===== config.mk =====
export PLATFORM = sky130hd
export DESIGN_NAME = duo_fifo
export DESIGN_NICKNAME = d
export VERILOG_FILES = /design/src/rtl/duo_fifo_pkg.sv /design/src/rtl/duo_fifo_occ.sv /design/src/rtl/duo_fifo_ring.sv /design/src/rtl/duo_fifo.sv
export SDC_FILE = /design/constraint.sdc
export NUM_CORES = 1
export LEC_CHECK = 0
export CORE_UTILIZATION = 45
export CTS_BUF_LIST = sky130_fd_sc_hd__clkbuf_8
export DETAILED_ROUTE_END_ITERATION = 12
export PLACE_DENSITY = 0.66
export SETUP_SLACK_MARGIN = 0.15
export SLEW_MARGIN = 10
export SYNTH_ARGS = -nofsm -noshare
export SYNTH_HDL_FRONTEND = slang
export SYNTH_SLANG_ARGS = --single-unit

===== constraint.sdc =====
create_clock -name clk -period 6.6 [get_ports clk]
set_clock_uncertainty 0.15 [all_clocks]
set_input_delay 1.32 -clock clk [delete_from_list [all_inputs] [get_ports clk]]
set_output_delay 1.32 -clock clk [all_outputs]
set_load 0.01 [all_outputs]

===== src/rtl/duo_fifo_pkg.sv =====
package duo_fifo_pkg;

  localparam int LANES = 2;

  // signed change of occupancy for one cycle of accepted traffic
  function automatic int net_delta(input logic [1:0] wr_acc, input logic [1:0] rd_acc);
    return int'(wr_acc[0]) + int'(wr_acc[1]) - int'(rd_acc[0]) - int'(rd_acc[1]);
  endfunction

  // ring position advance modulo an arbitrary depth (inc never exceeds 2)
  function automatic int unsigned ring_add(input int unsigned pos, input int unsigned inc,
                                           input int unsigned depth);
    int unsigned s;
    s = pos + inc;
    if (s >= depth) s = s - depth;
    return s;
  endfunction

endpackage


===== src/rtl/duo_fifo_occ.sv =====
module duo_fifo_occ
  import duo_fifo_pkg::*;
#(
  parameter int DEPTH = 6,
  localparam int CW = $clog2(DEPTH + 1)
) (
  input  logic          clk,
  input  logic          rst_n,
  input  logic [1:0]    acc_w,
  input  logic [1:0]    acc_r,
  output logic [CW-1:0] cnt_q,
  output logic [1:0]    empty_q,
  output logic [1:0]    full_q
);

  logic [CW-1:0] cnt_d;
  logic          step_valid;
  logic          seen_q;

  always_comb begin
    step_valid = |{acc_w, acc_r};
    cnt_d      = cnt_q;
    if (step_valid) cnt_d = CW'(int'(cnt_q) + net_delta(acc_w, acc_r));
  end

  always_ff @(posedge clk or negedge rst_n) begin
    if (!rst_n) begin
      cnt_q  <= '0;
      seen_q <= 1'b0;
    end else begin
      cnt_q  <= cnt_d;
      seen_q <= 1'b1;
    end
  end

  // per-lane flags registered from the next occupancy
  for (genvar i = 0; i < LANES; i++) begin : g_lane
    localparam logic [CW-1:0] EMPTY_AT = CW'(i);
    localparam logic [CW-1:0] FULL_AT  = CW'(DEPTH - i);
    logic e_q, f_q;
    always_ff @(posedge clk or negedge rst_n) begin
      if (!rst_n) begin
        e_q <= 1'b1;
        f_q <= 1'b0;
      end else begin
        e_q <= (cnt_d <= EMPTY_AT);
        f_q <= (cnt_d >= FULL_AT);
      end
    end
    assign empty_q[i] = e_q;
    assign full_q[i]  = f_q;
  end

  // count moves by the accepted traffic of the previous cycle
  p_count_step_r2: assert property (@(posedge clk) disable iff (!rst_n)
    seen_q |-> int'(cnt_q) == int'($past(cnt_q)) + net_delta($past(acc_w), $past(acc_r)));

  // occupancy stays within capacity
  p_cap_r3: assert property (@(posedge clk) disable iff (!rst_n) cnt_q <= CW'(DEPTH));

  // registered flags agree with the registered count
  p_flag_match_r3: assert property (@(posedge clk) disable iff (!rst_n)
    (empty_q[0] == (cnt_q == '0)) && (full_q[0] == (cnt_q == CW'(DEPTH))));

endmodule


===== src/rtl/duo_fifo_ring.sv =====
module duo_fifo_ring
  import duo_fifo_pkg::*;
#(
  parameter int DEPTH = 6,
  parameter int WIDTH = 8,
  localparam int PW = $clog2(DEPTH)
) (
  input  logic             clk,
  input  logic             rst_n,
  input  logic [1:0]       acc_w,
  input  logic [WIDTH-1:0] wdata0,
  input  logic [WIDTH-1:0] wdata1,
  input  logic [1:0]       acc_r,
  output logic [WIDTH-1:0] rdata0,
  output logic [WIDTH-1:0] rdata1,
  output logic [1:0]       rvalid
);

  logic [WIDTH-1:0] mem_q [DEPTH];
  logic [PW-1:0]    wp_q, rp_q;
  logic [PW-1:0]    wa1, ra1, wp_d, rp_d;

  // lane 1 lands after lane 0 when lane 0 is also accepted
  always_comb begin
    wa1  = PW'(ring_add(32'(wp_q), 32'(acc_w[0]), DEPTH));
    ra1  = PW'(ring_add(32'(rp_q), 32'(acc_r[0]), DEPTH));
    wp_d = PW'(ring_add(32'(wp_q), 32'($countones(acc_w)), DEPTH));
    rp_d = PW'(ring_add(32'(rp_q), 32'($countones(acc_r)), DEPTH));
  end

  always_ff @(posedge clk) begin
    if (acc_w[0]) mem_q[wp_q] <= wdata0;
    if (acc_w[1]) mem_q[wa1]  <= wdata1;
  end

  always_ff @(posedge clk or negedge rst_n) begin
    if (!rst_n) begin
      wp_q   <= '0;
      rp_q   <= '0;
      rvalid <= '0;
      rdata0 <= '0;
      rdata1 <= '0;
    end else begin
      wp_q   <= wp_d;
      rp_q   <= rp_d;
      rvalid <= acc_r;
      if (acc_r[0]) rdata0 <= mem_q[rp_q];
      if (acc_r[1]) rdata1 <= mem_q[ra1];
    end
  end

  // both ring positions stay inside the array
  p_ptr_range_r9: assert property (@(posedge clk) disable iff (!rst_n)
    (32'(wp_q) < DEPTH) && (32'(rp_q) < DEPTH));

  // two same-cycle writes never target one slot
  p_split_write_r7: assert property (@(posedge clk) disable iff (!rst_n)
    (&acc_w) |-> (wa1 != wp_q));

endmodule


===== src/rtl/duo_fifo.sv =====
module duo_fifo
  import duo_fifo_pkg::*;
#(
  parameter int DEPTH = 6,
  parameter int WIDTH = 8,
  localparam int CW = $clog2(DEPTH + 1)
) (
  input  logic             clk,
  input  logic             rst_n,
  input  logic [1:0]       wr_en,
  input  logic [WIDTH-1:0] wr_data0,
  input  logic [WIDTH-1:0] wr_data1,
  input  logic [1:0]       rd_en,
  output logic [WIDTH-1:0] rd_data0,
  output logic [WIDTH-1:0] rd_data1,
  output logic [1:0]       rd_valid,
  output logic [1:0]       empty,
  output logic [1:0]       full,
  output logic             rd_underrun,
  output logic [CW-1:0]    count
);

  // named lane events, visible to the assertions
  logic [1:0] wr_take, rd_take, rd_refuse;

  always_comb begin
    wr_take     = wr_en & ~full;
    rd_take     = rd_en & ~empty;
    rd_refuse   = rd_en & empty;
    rd_underrun = |rd_refuse;
  end

  duo_fifo_occ #(.DEPTH(DEPTH)) u_occ (
    .clk     (clk),
    .rst_n   (rst_n),
    .acc_w   (wr_take),
    .acc_r   (rd_take),
    .cnt_q   (count),
    .empty_q (empty),
    .full_q  (full)
  );

  duo_fifo_ring #(.DEPTH(DEPTH), .WIDTH(WIDTH)) u_ring (
    .clk    (clk),
    .rst_n  (rst_n),
    .acc_w  (wr_take),
    .wdata0 (wr_data0),
    .wdata1 (wr_data1),
    .acc_r  (rd_take),
    .rdata0 (rd_data0),
    .rdata1 (rd_data1),
    .rvalid (rd_valid)
  );

  // with the buffer full and no reads, the count holds
  p_full_hold_r4: assert property (@(posedge clk) disable iff (!rst_n)
    (full[0] && rd_en == 2'b00) |=> $stable(count));

  // a refused read yields no strobe next cycle
  p_empty_block0_r5: assert property (@(posedge clk) disable iff (!rst_n)
    (rd_en[0] && empty[0]) |=> !rd_valid[0]);
  p_empty_block1_r5: assert property (@(posedge clk) disable iff (!rst_n)
    (rd_en[1] && empty[1]) |=> !rd_valid[1]);

  // underrun only occurs with at most one entry stored
  p_underrun_low_r6: assert property (@(posedge clk) disable iff (!rst_n)
    rd_underrun |-> (count <= CW'(1)));

  // a strobe always follows a request on that lane
  p_valid_req0_r8: assert property (@(posedge clk) disable iff (!rst_n)
    rd_valid[0] |-> $past(rd_en[0]));
  p_valid_req1_r8: assert property (@(posedge clk) disable iff (!rst_n)
    rd_valid[1] |-> $past(rd_en[1]));

endmodule


# ---- Yosys cells after proc, flatten, opt, wreduce, memory -nomap -nowiden
# Memory sizes are Yosys's and may differ from the RTL's. A register that Yosys moved wholly into a read port is not among the register bits.
# Index checks and enable logic that the tools add are counted.
dict set report word_totals {
  reg_bits 15
  mem_bits_ro 0
  word_cells 49
  output_inout_bits 26
  in_bits 22
  latchBits 0
  ramBits 48
  memories 1
}
# name depth word_bits read_ports rd_ports_with_merged_regs write_ports line
set mem_list {}
lappend mem_list {u_ring.mem_q 6 8 2 2 2 duo_fifo_ring.sv:19} ;# logic [WIDTH-1:0] mem_q [DEPTH];
dict set report classes {
  reduce_logical 4
  n_eq_ne 0
  add_sub_neg 14
  n_mul 0
  muxes 9
  bitwise 5
  div 0
  n_shift 0
  n_lt_le_gt_ge 8
}
# op count
set op_table {}
lappend op_table {{$ge 32x3->1 const B} 2}
lappend op_table {{$mux 3} 5}
lappend op_table {{$sub 3x3->3 const B} 4}
lappend op_table {{$add 3x1->4} 2}
lappend op_table {{$add 3x2->4} 2}
lappend op_table {{$ge 4x3->1 const B} 2}
lappend op_table {{$add 1x1->2} 3}
lappend op_table {{$and 2x2->2} 3}
lappend op_table {{$ge 3x3->1 const B} 2}
lappend op_table {{$le 3x1->1 const B} 2}
lappend op_table {{$sub 3x2->3} 2}
lappend op_table {{$mux 1} 4}
lappend op_table {{$not 2->2} 2}
lappend op_table {{$reduce_or 4->1} 1}
lappend op_table {{$add 3x3->3} 1}
lappend op_table {{$logic_not 1->1} 2}
lappend op_table {{$reduce_or 2->1} 1}

# ---- Longest topological paths before layout
# Gate-level depths: netlist of run 1.
dict set report logic_depth {
  ltp_word 8
  depth_mapped 13
  ltp_nobuf 13
}

# ---- Cells and area by module
# A second synthesis of run 1 with hierarchy kept.
dict set report unflattened {
  cells_unflattened 363
  hier_area_um2 4540.6
}
# module area_per_inst_um2 instances cells_per_inst seq_area_each_um2
set modules_own_cells {}
lappend modules_own_cells {duo_fifo_ring 4081.4 1 323 2042.0}
lappend modules_own_cells {duo_fifo_occ 422.9 1 35 177.7}
lappend modules_own_cells {duo_fifo 36.3 1 5 0.0}

# ---- Worst setup path before layout of run 1
# Ideal clock, no wire load.
dict set report synth_path {
  path_type {input to register}
  from {input rd_en[0]}
  to {register u_occ.g_lane[0].e_q}
  setup_ps 82
  n_path_buf 2
  path_stages 13
  arrival_ps 4261
  required_time_ps 6368
  path_slack_ps 2107
  cell_sequence {nand2b_1 clkbuf_1 clkbuf_1 inv_1 fa_1 fa_1 or2_2 fa_1 xnor2_1 nand2_1 xor2_1 inv_1 nor3_1}
}
dict set report synth_via {
  elab_chain_len 6
  word_cells_on_any_way 7
  classes_between {3 x add/sub; 1 x order compare; 1 x mux; 1 x bitwise; 1 x reduce/logical}
}
# item line
set synth_lines {}
lappend synth_lines {{start, declared} duo_fifo.sv:13} ;# input logic [1:0] rd_en,
lappend synth_lines {{$and 2x2->2 *} duo_fifo.sv:28} ;# rd_take = rd_en & ~empty;
lappend synth_lines {{via rd_take[0]} duo_fifo.sv:24} ;# logic [1:0] wr_take, rd_take, rd_refuse;
lappend synth_lines {{$sub 3x2->3 (2 in a row)} duo_fifo_pkg.sv:7} ;# return int'(wr_acc[0]) + int'(wr_acc[1]) - int'(rd_acc[0]) - int'(rd_acc[1]);
lappend synth_lines {{$add 3x3->3} duo_fifo_occ.sv:23} ;# if (step_valid) cnt_d = CW'(int'(cnt_q) + net_delta(acc_w, acc_r));
lappend synth_lines {{$mux 3 *} duo_fifo_occ.sv:23}
lappend synth_lines {{via u_occ.cnt_d[2]} duo_fifo_occ.sv:16} ;# logic [CW-1:0] cnt_d;
lappend synth_lines {{$le 3x1->1 *} duo_fifo_occ.sv:46} ;# e_q <= (cnt_d <= EMPTY_AT);
lappend synth_lines {{end signal, assigned} duo_fifo_occ.sv:46}
lappend synth_lines {{end, declared} duo_fifo_occ.sv:40} ;# logic e_q, f_q;
# Mark *: on every way through the listed nets, which the timed path passes. The rest lies on a longest branch.

# ---- Final worst setup path of run 1
dict set report layout_path {
  from {input wr_en[1]}
  to {register u_occ.g_lane[0].e_q}
}
dict set report layout_via {
  elab_chain_len 7
  word_cells_on_any_way 8
  classes_between {4 x add/sub; 1 x order compare; 1 x mux; 1 x bitwise; 1 x reduce/logical}
}
# item line
set layout_lines {}
lappend layout_lines {{start, declared} duo_fifo.sv:10} ;# input logic [1:0] wr_en,
lappend layout_lines {{$and 2x2->2 *} duo_fifo.sv:27} ;# wr_take = wr_en & ~full;
lappend layout_lines {{$add 1x1->2} duo_fifo_pkg.sv:7}
lappend layout_lines {{$sub 3x2->3 (2 in a row)} duo_fifo_pkg.sv:7}
lappend layout_lines {{$add 3x3->3} duo_fifo_occ.sv:23}
lappend layout_lines {{$mux 3 *} duo_fifo_occ.sv:23}
lappend layout_lines {{via u_occ.cnt_d[2]} duo_fifo_occ.sv:16}
lappend layout_lines {{$le 3x1->1 *} duo_fifo_occ.sv:46}
# Marks and branches as above.

==> qor.yml, run 1 <==
sta:
  rsz0062_at_grt: "false"
  hold_ws_ns: 0.329
  setup-tns-final_ns: 0
  hold_violations: 0
  period_minus_slack_ns: 4.78
  slew_violations: 0
  maxSlewHeadroom_pct: 27.8
  clock.fmax_mhz: 209
  period_share_pct: 72.4
  tightest_slew_ns: 1.08
  setup_viol: 0
final_layout:
  area_growth_pct: 17.0
  final_nets: 407
  design_area_um2: 5170
  nFillCells: 816
  layout_commonest_cell: "mux2_2"
  stdcell_count: 507
  drive_gt1_share_pct: 27.2
  final_cell_mix: "mux2_2, edfxtp_1, clkdlybuf4s50_1"
  diodes: 0
detailed_routing:
  drt_iter0_markers: 174
  antenna_left: 0
  vias: 2837
  drcViolationCount: 0
  vias_per_cell: 5.60
  finalWirelength_mm: 9.97
  drtPass1Iterations: 4
  wl_per_cell_um: 19.7
clocking:
  hold_buffers: 0
  cts.reportedPaths.clkPinSlew_ns: 0.09
  cts_setup_buffers: 0
  numCtsBuffers: 9
  clock_sinks: 79
  clk_latency_ns: 0.36
  cts_resized: 0
  root_buffer: "clkbuf_8"
  cts_buffer_depth: 2
  cts.htree.levels: 3
  cts_tree: "built"
placement:
  gp_congestion: 0.752
  hpwl_mm: 6.73
  io_buffer_count: 47
  placed_cell_area_um2: 4980
  dp_cells: 491
global_route:
  grt_pass1_wl_mm: 15.5
  antenna_found_initial: 0
  grt_max_degree: 32
  grt_pass1_vias: 2918
  grt_overflow: 0
  grt_usage_pct: 21.1
synth:
  synthArstFlopShare_pct: 39.2
  synth.net_count: 364
  synth_cell_types: 46
  synth_edf_count: 48
  synth_seq_area_share_pct: 50.2
  syn_inst: 330
  synthFlopType: "edfxtp_1"
  ys_ff_latch: 79
  netlist_area_um2: 4420
  ys_warn_count: 0
  avgSynthCellArea_um2: 13.4
floorplanning:
  dieArea_um2: 10200
  initial_core_util_pct: 47.1
  design.core.area_um2: 9370
  rows: 35
  ios: 48
  die_height_um: 101
  chipWidth_um: 101
worst_setup_path:
  crit_type: "in -> reg"
  max_stage_delay_ns: 0.53
  crit_path_max_fanout: 5
  path_buf_inv: 4
  crit_arrival_ns: 4.91
  cp_top_family: "adder cells"
  cp-start-kind: "primary input"
  worstSetupEndpointType: "register"
  crit_required_ns: 6.73
  path_cells: "clkdlybuf4s50_1 -> nor2b_1 -> inv_1 -> ha_1 -> inv_1 -> fa_1 -> fa_1 -> or2_2 -> fa_1 -> xnor2_1 -> nand2_1 -> xor2_1 -> inv_1 -> nor3_1"
  cp_slowest_cell: "fa_1"
power:
  leakagePower_uw: 0.00190
  pwr-share-comb_pct: 49.8
  p_sw_share_pct: 38.0
  pwr-share-clk_pct: 14.8
  total_power_uw: 2440
  sequentialPowerShare_pct: 35.4
  ir_worst_vdd_mv: 0.176
  power_density_nw_per_um2: 473
  p_int_uw: 1520
  p_sw_uw: 928
min_path:
  hold_class: "reg -> reg"
outcome:
  status: "complete, no violations"
flow_run:
  maxCapViolations: 0
-- power by group through the flow --
stage,Combinational [uW],Clock (uW),Sequential [uW]
floorplan,852,0,844
global placement,1190,0,863
detailed placement,1220,0,873
CTS,1230,365,864
global route,1330,385,883
finish,1220,362,864
-- metrics by stage --
| stage | worst slack, ns | util, % |
|---|---|---|
| floorplan | 2.11 | - |
| global route | 1.55 | 55.2 |
| finish | 1.82 | 55.2 |
| CTS | 1.79 | 55.2 |
| global placement | 1.57 | 53.1 |
| detailed placement | 1.41 | 53.1 |
-- cells by family (layout without fill, tap and decap cells) --
logic type,Yosys count,in the layout,share of synthesized area [%]
multiplexers,82,82,25.4
flip-flops,79,79,50.2
AND/OR/NAND/NOR,73,73,8.35
AO/OA/AOI/OAI,48,48,7.31
buffers and inverters,28,76,3.00
adder cells (fa/ha/maj),13,13,4.30
XOR/XNOR,7,7,1.39
-- worst paths after layout --
path                                               startpoint                             to  slack, ns  cells after the start
worst max-delay path                                 wr_en[1]  u_occ.g_lane[0].e_q$_DFF_PN1_       1.82                     14
worst min-delay path             u_ring.rdata0[3]$_DFFE_PN0N_   u_ring.rdata0[3]$_DFFE_PN0N_       0.33                      2
worst max register to register  u_occ.g_lane[0].e_q$_DFF_PN1_  u_occ.g_lane[0].e_q$_DFF_PN1_       2.74                     11
worst min register to register   u_ring.rdata0[3]$_DFFE_PN0N_   u_ring.rdata0[3]$_DFFE_PN0N_       0.33                      2
max in group asynchronous                               rst_n  u_occ.g_lane[1].e_q$_DFF_PN1_       4.78                      2
min in group asynchronous                               rst_n   u_ring.rdata1[0]$_DFFE_PN0P_       1.19                      2
-- worst reg2reg max path, stage by stage, from the launching register on --
cell      delay, ns
dfstp_2        0.55
nand2b_1       0.46
inv_1          0.22
fa_1           0.60
fa_1           0.43
or2_2          0.31
fa_1           0.39
xnor2_1        0.13
nand2_1        0.08
xor2_1         0.17
inv_1          0.10
nor3_1         0.19
-- state kept, by name, indices dropped and copies added (netlist names) --
| register | cells |
|---|---|
| u_ring.mem_q | 48 |
| u_ring.rdata0 | 8 |
| u_occ.cnt_q | 3 |
| u_ring.rvalid | 2 |
| u_occ.g_lane.f_q | 2 |
| u_ring.wp_q | 3 |
| u_occ.g_lane.e_q | 2 |
| u_ring.rdata1 | 8 |
| u_ring.rp_q | 3 |
-- synth_stat cells, types with 2 or more instances --
master    count  area, um^2
mux2_4        8         120
buf_4         4        30.0
mux2_2       49         552
a221o_1       8        80.1
and2_1       10        62.6
edfxtp_1     48        1440
inv_1        11        41.3
o21ai_0      25         125
nor2_1        8        30.0
a21oi_1       3        15.0
buf_2         4        20.0
nor2b_1       2        12.5
xnor2_1       6        52.6
nand2b_1      5        31.3
mux4_2       16         360
nand3_1       2        10.0
a22o_1        2        17.5
fa_1          4        80.1
ha_1          8         100
nand4_1       2        12.5
nand2_2       5        31.3
clkbuf_1      7        26.3
mux2i_1       9        90.1
dfstp_2       2        52.6
dfrtp_1      29         726
o22ai_1       3        18.8
nand2_1      31         116
-- area by class of cell --
class	instances	area [um^2]	area share, %
well taps	129	161	3.12
clock buffers	9	124	2.40
clock inverters	7	66.3	1.28
inverters	11	41.3	0.799
repair buffers	49	485	9.39
flip-flops and latches	79	2220	42.9
multi-input cells	223	2070	40.1
-- metal layers --
layer  GRT usage, %  up-vias  share of wire [%]
met5              0        -                  0
met3           3.19        8                5.3
met4           7.80        0                1.2
met1           26.6     1413                 42
li1               -     1320                  -
met2           36.8       96                 51
(Power assumes the default switching activity.)
==> run 2, diff against run 1 <==
- PLACE_DENSITY: 0.66 -> 0.68
- clock period: 6.6 -> 3.9 ns (I/O delays scaled with it)
==> run 2 against run 1 <==
Compared with the run above: register-to-register slack lost 2.2 ns; first-iteration DRC count rose by 2.3%; largest power group unchanged; total power increased by 78%; design area up 4.9%; critical endpoint unchanged; largest cell class unchanged.
==> qor.yml, run 2 (synthesized netlist as in run 1, its figures left out) <==
outcome:
  status: "complete, no violations"  # unchanged
global_route:
  antenna_found_initial: 0  # unchanged
  grt_overflow: 0  # unchanged
  grt_pass1_vias: 2921  # was 2918
  grt_usage_pct: 20.2  # was 21.1%
  grt_max_degree: 32  # unchanged
  grt_pass1_wl_mm: 15.3  # was 15.5 mm
final_layout:
  nFillCells: 789  # was 816
  final_cell_mix: "mux2_2, edfxtp_1, clkdlybuf4s50_1"  # unchanged
  layout_commonest_cell: "mux2_2"  # unchanged
  design_area_um2: 5420  # was 5170 um^2
  regMostFlops: "u_ring.mem_q"  # unchanged
  top_regs: "u_ring.mem_q: 48 flops, u_ring.rdata0: 8 flops, u_ring.rdata1: 8 flops"  # unchanged
  final_nets: 429  # was 407
  diodes: 0  # unchanged
  largest_register_ffs: 48  # unchanged
  stdcell_count: 529  # was 507
  drive_gt1_share_pct: 33.5  # was 27.2%
  area_growth_pct: 22.7  # was 17.0%
placement:
  io_buffer_count: 47  # unchanged
  gp_congestion: 0.797  # was 0.752
  dp_cells: 511  # was 491
  hpwl_mm: 6.80  # was 6.73 mm
  placed_cell_area_um2: 5160  # was 4980 um^2
power:
  sequentialPowerShare_pct: 32.9  # was 35.4%
  pwr-share-clk_pct: 16.0  # was 14.8%
  p_sw_share_pct: 37.0  # was 38.0%
  p_sw_uw: 1610  # was 928 uW
  ir_worst_vdd_mv: 0.307  # was 0.176 mV
  power_density_nw_per_um2: 804  # was 473 nW/um^2
  pwr-share-comb_pct: 51.0  # was 49.8%
  leakagePower_uw: 0.00205  # was 0.00190 uW
  p_int_uw: 2750  # was 1520 uW
detailed_routing:
  drt_iter0_markers: 178  # was 174
  wl_per_cell_um: 18.0  # was 19.7 um
  vias: 2882  # was 2837
  antenna_left: 0  # unchanged
  drcViolationCount: 0  # unchanged
  drtPass1Iterations: 4  # unchanged
  vias_per_cell: 5.45  # was 5.60
  finalWirelength_mm: 9.51  # was 9.97 mm
sta:
  maxSlewHeadroom_pct: 37.5  # was 27.8%
  rsz0062_at_grt: "false"  # unchanged
  setup-tns-final_ns: 0  # unchanged
  clock.fmax_mhz: 282
  period_share_pct: 90.9
  tightest_slew_ns: 0.931  # was 1.08 ns
  hold_ws_ns: 0.332  # was 0.329 ns
  period_minus_slack_ns: 3.55
  hold_violations: 0  # unchanged
  setup_viol: 0  # unchanged
  slew_violations: 0  # unchanged
clocking:
  cts_tree: "built"  # unchanged
  root_buffer: "clkbuf_8"  # unchanged
  clk_latency_ns: 0.35  # was 0.36 ns
  cts_buffer_depth: 2  # unchanged
  numCtsBuffers: 9  # unchanged
  cts.htree.levels: 3  # unchanged
  cts.reportedPaths.clkPinSlew_ns: 0.09  # about the same
  hold_buffers: 0  # unchanged
  clock_sinks: 79  # unchanged
floorplanning:
  rows: 35  # unchanged
  dieArea_um2: 10200  # unchanged
  die_height_um: 101  # unchanged
  ios: 48  # unchanged
  design.core.area_um2: 9370  # unchanged
  initial_core_util_pct: 47.1  # unchanged
  chipWidth_um: 101  # unchanged
worst_setup_path:
  r2r_slack_ns: 0.57  # was 2.74 ns
  crit_arrival_ns: 3.68  # was 4.91 ns
  path_cells: "dlygate4sd2_1 -> nor2b_4 -> inv_1 -> ha_4 -> inv_2 -> fa_1 -> fa_1 -> or2_4 -> fa_2 -> xnor2_1 -> nand2_1 -> xor2_2 -> inv_1 -> nor3_2"  # was clkdlybuf4s50_1 -> nor2b_1 -> inv_1 -> ha_1 -> inv_1 -> fa_1 -> fa_1 -> or2_2 -> fa_1 -> xnor2_1 -> nand2_1 -> xor2_1 -> inv_1 -> nor3_1
  cp-start-kind: "primary input"  # unchanged
  worstSetupEndpointType: "register"  # unchanged
  crit_type: "in -> reg"  # unchanged
  cp_top_family: "adder cells"  # unchanged
  cp_slowest_cell: "fa_1"  # unchanged
  crit_path_max_fanout: 4  # was 5
  max_stage_delay_ns: 0.51  # was 0.53 ns
  path_buf_inv: 4  # unchanged
  crit_required_ns: 4.04  # was 6.73 ns
flow_run:
  maxCapViolations: 0  # unchanged
min_path:
  hold_class: "reg -> reg"  # unchanged
-- run 2: cell types whose count changed in the layout (fill, tap and decap cells not counted), sizes merged --
cell | before | now
clkdlybuf4s50 | 47 | 45
dlygate4sd2 | 0 | 2
clkinvlp | 2 | 1
buf | 2 | 24
clkinv | 3 | 1
bufinv | 1 | 2
inv | 12 | 14
-- run 2: worst min-delay path, delay by kind of cell (launching register included) --
kind | cells | cell delay (ns)
AO/OA/AOI/OAI | 1 | 0.06
AND/OR/NAND/NOR | 1 | 0.05
flip-flops | 1 | 0.35
-- run 2: power groups by stage --
stage	registers [uW]	logic, uW	clock network, uW
final	1440	2220	699
after global routing	1470	2430	743
after CTS	1430	2240	708
after detailed placement	1440	2210	0
after global placement	1430	2140	0
after floorplan	1430	1460	0
-- run 2: what timing repair did --
| item | 4_1_cts | 5_1_grt |
|---|---|---|
| resized for setup | 6 | 1 |
| pin swaps | 9 | 0 |
| setup endpoints to repair | 3 | 2 |
| hold endpoints to repair | 0 | 0 |
| setup buffers | 2 | 0 |
-- run 2: stage by stage --
step	setup slack [ns]	total power (uW)	utilization, %
6_report	0.353	4360	57.9
5_1_grt	0.150	4650	57.9
4_1_cts	0.358	4380	57.8
3_5_place_dp	-0.377	3650	55.0
3_3_place_gp	-0.299	3570	55.0
2_1_floorplan	0.195	2890	-
-- run 2: layout make-up --
cell class | instances | area, um^2 | area share (%)
Inverter | 11 | 41.3 | 0.762
Timing Repair Buffer | 71 | 661 | 12.2
Tap cell | 129 | 161 | 2.98
Multi-Input combinational cell | 223 | 2110 | 39.0
Clock inverter | 7 | 101 | 1.87
Sequential cell | 79 | 2220 | 40.9
Clock buffer | 9 | 124 | 2.28
-- run 2: final timing paths --
path / startpoint / end / cells past startpoint
setup / recovery: wr_en[0] / u_occ.g_lane[0].e_q$_DFF_PN1_ / 14
min in group asynchronous: rst_n / u_ring.wp_q[1]$_DFF_PN0_ / 2
max in group asynchronous: rst_n / u_occ.g_lane[0].e_q$_DFF_PN1_ / 2
hold reg to reg: u_ring.rdata0[5]$_DFFE_PN0N_ / u_ring.rdata0[5]$_DFFE_PN0N_ / 2
setup reg to reg: u_occ.g_lane[0].f_q$_DFF_PN0_ / u_occ.g_lane[0].e_q$_DFF_PN1_ / 13
hold / removal: u_ring.rdata0[5]$_DFFE_PN0N_ / u_ring.rdata0[5]$_DFFE_PN0N_ / 2
-- run 2: metal layers --
metal | GRT usage (%) | share of wire, %
met5 | 0 | 0
met3 | 4.58 | 7.0
met1 | 27.3 | 44
met2 | 31.9 | 47
met4 | 7.02 | 2.4
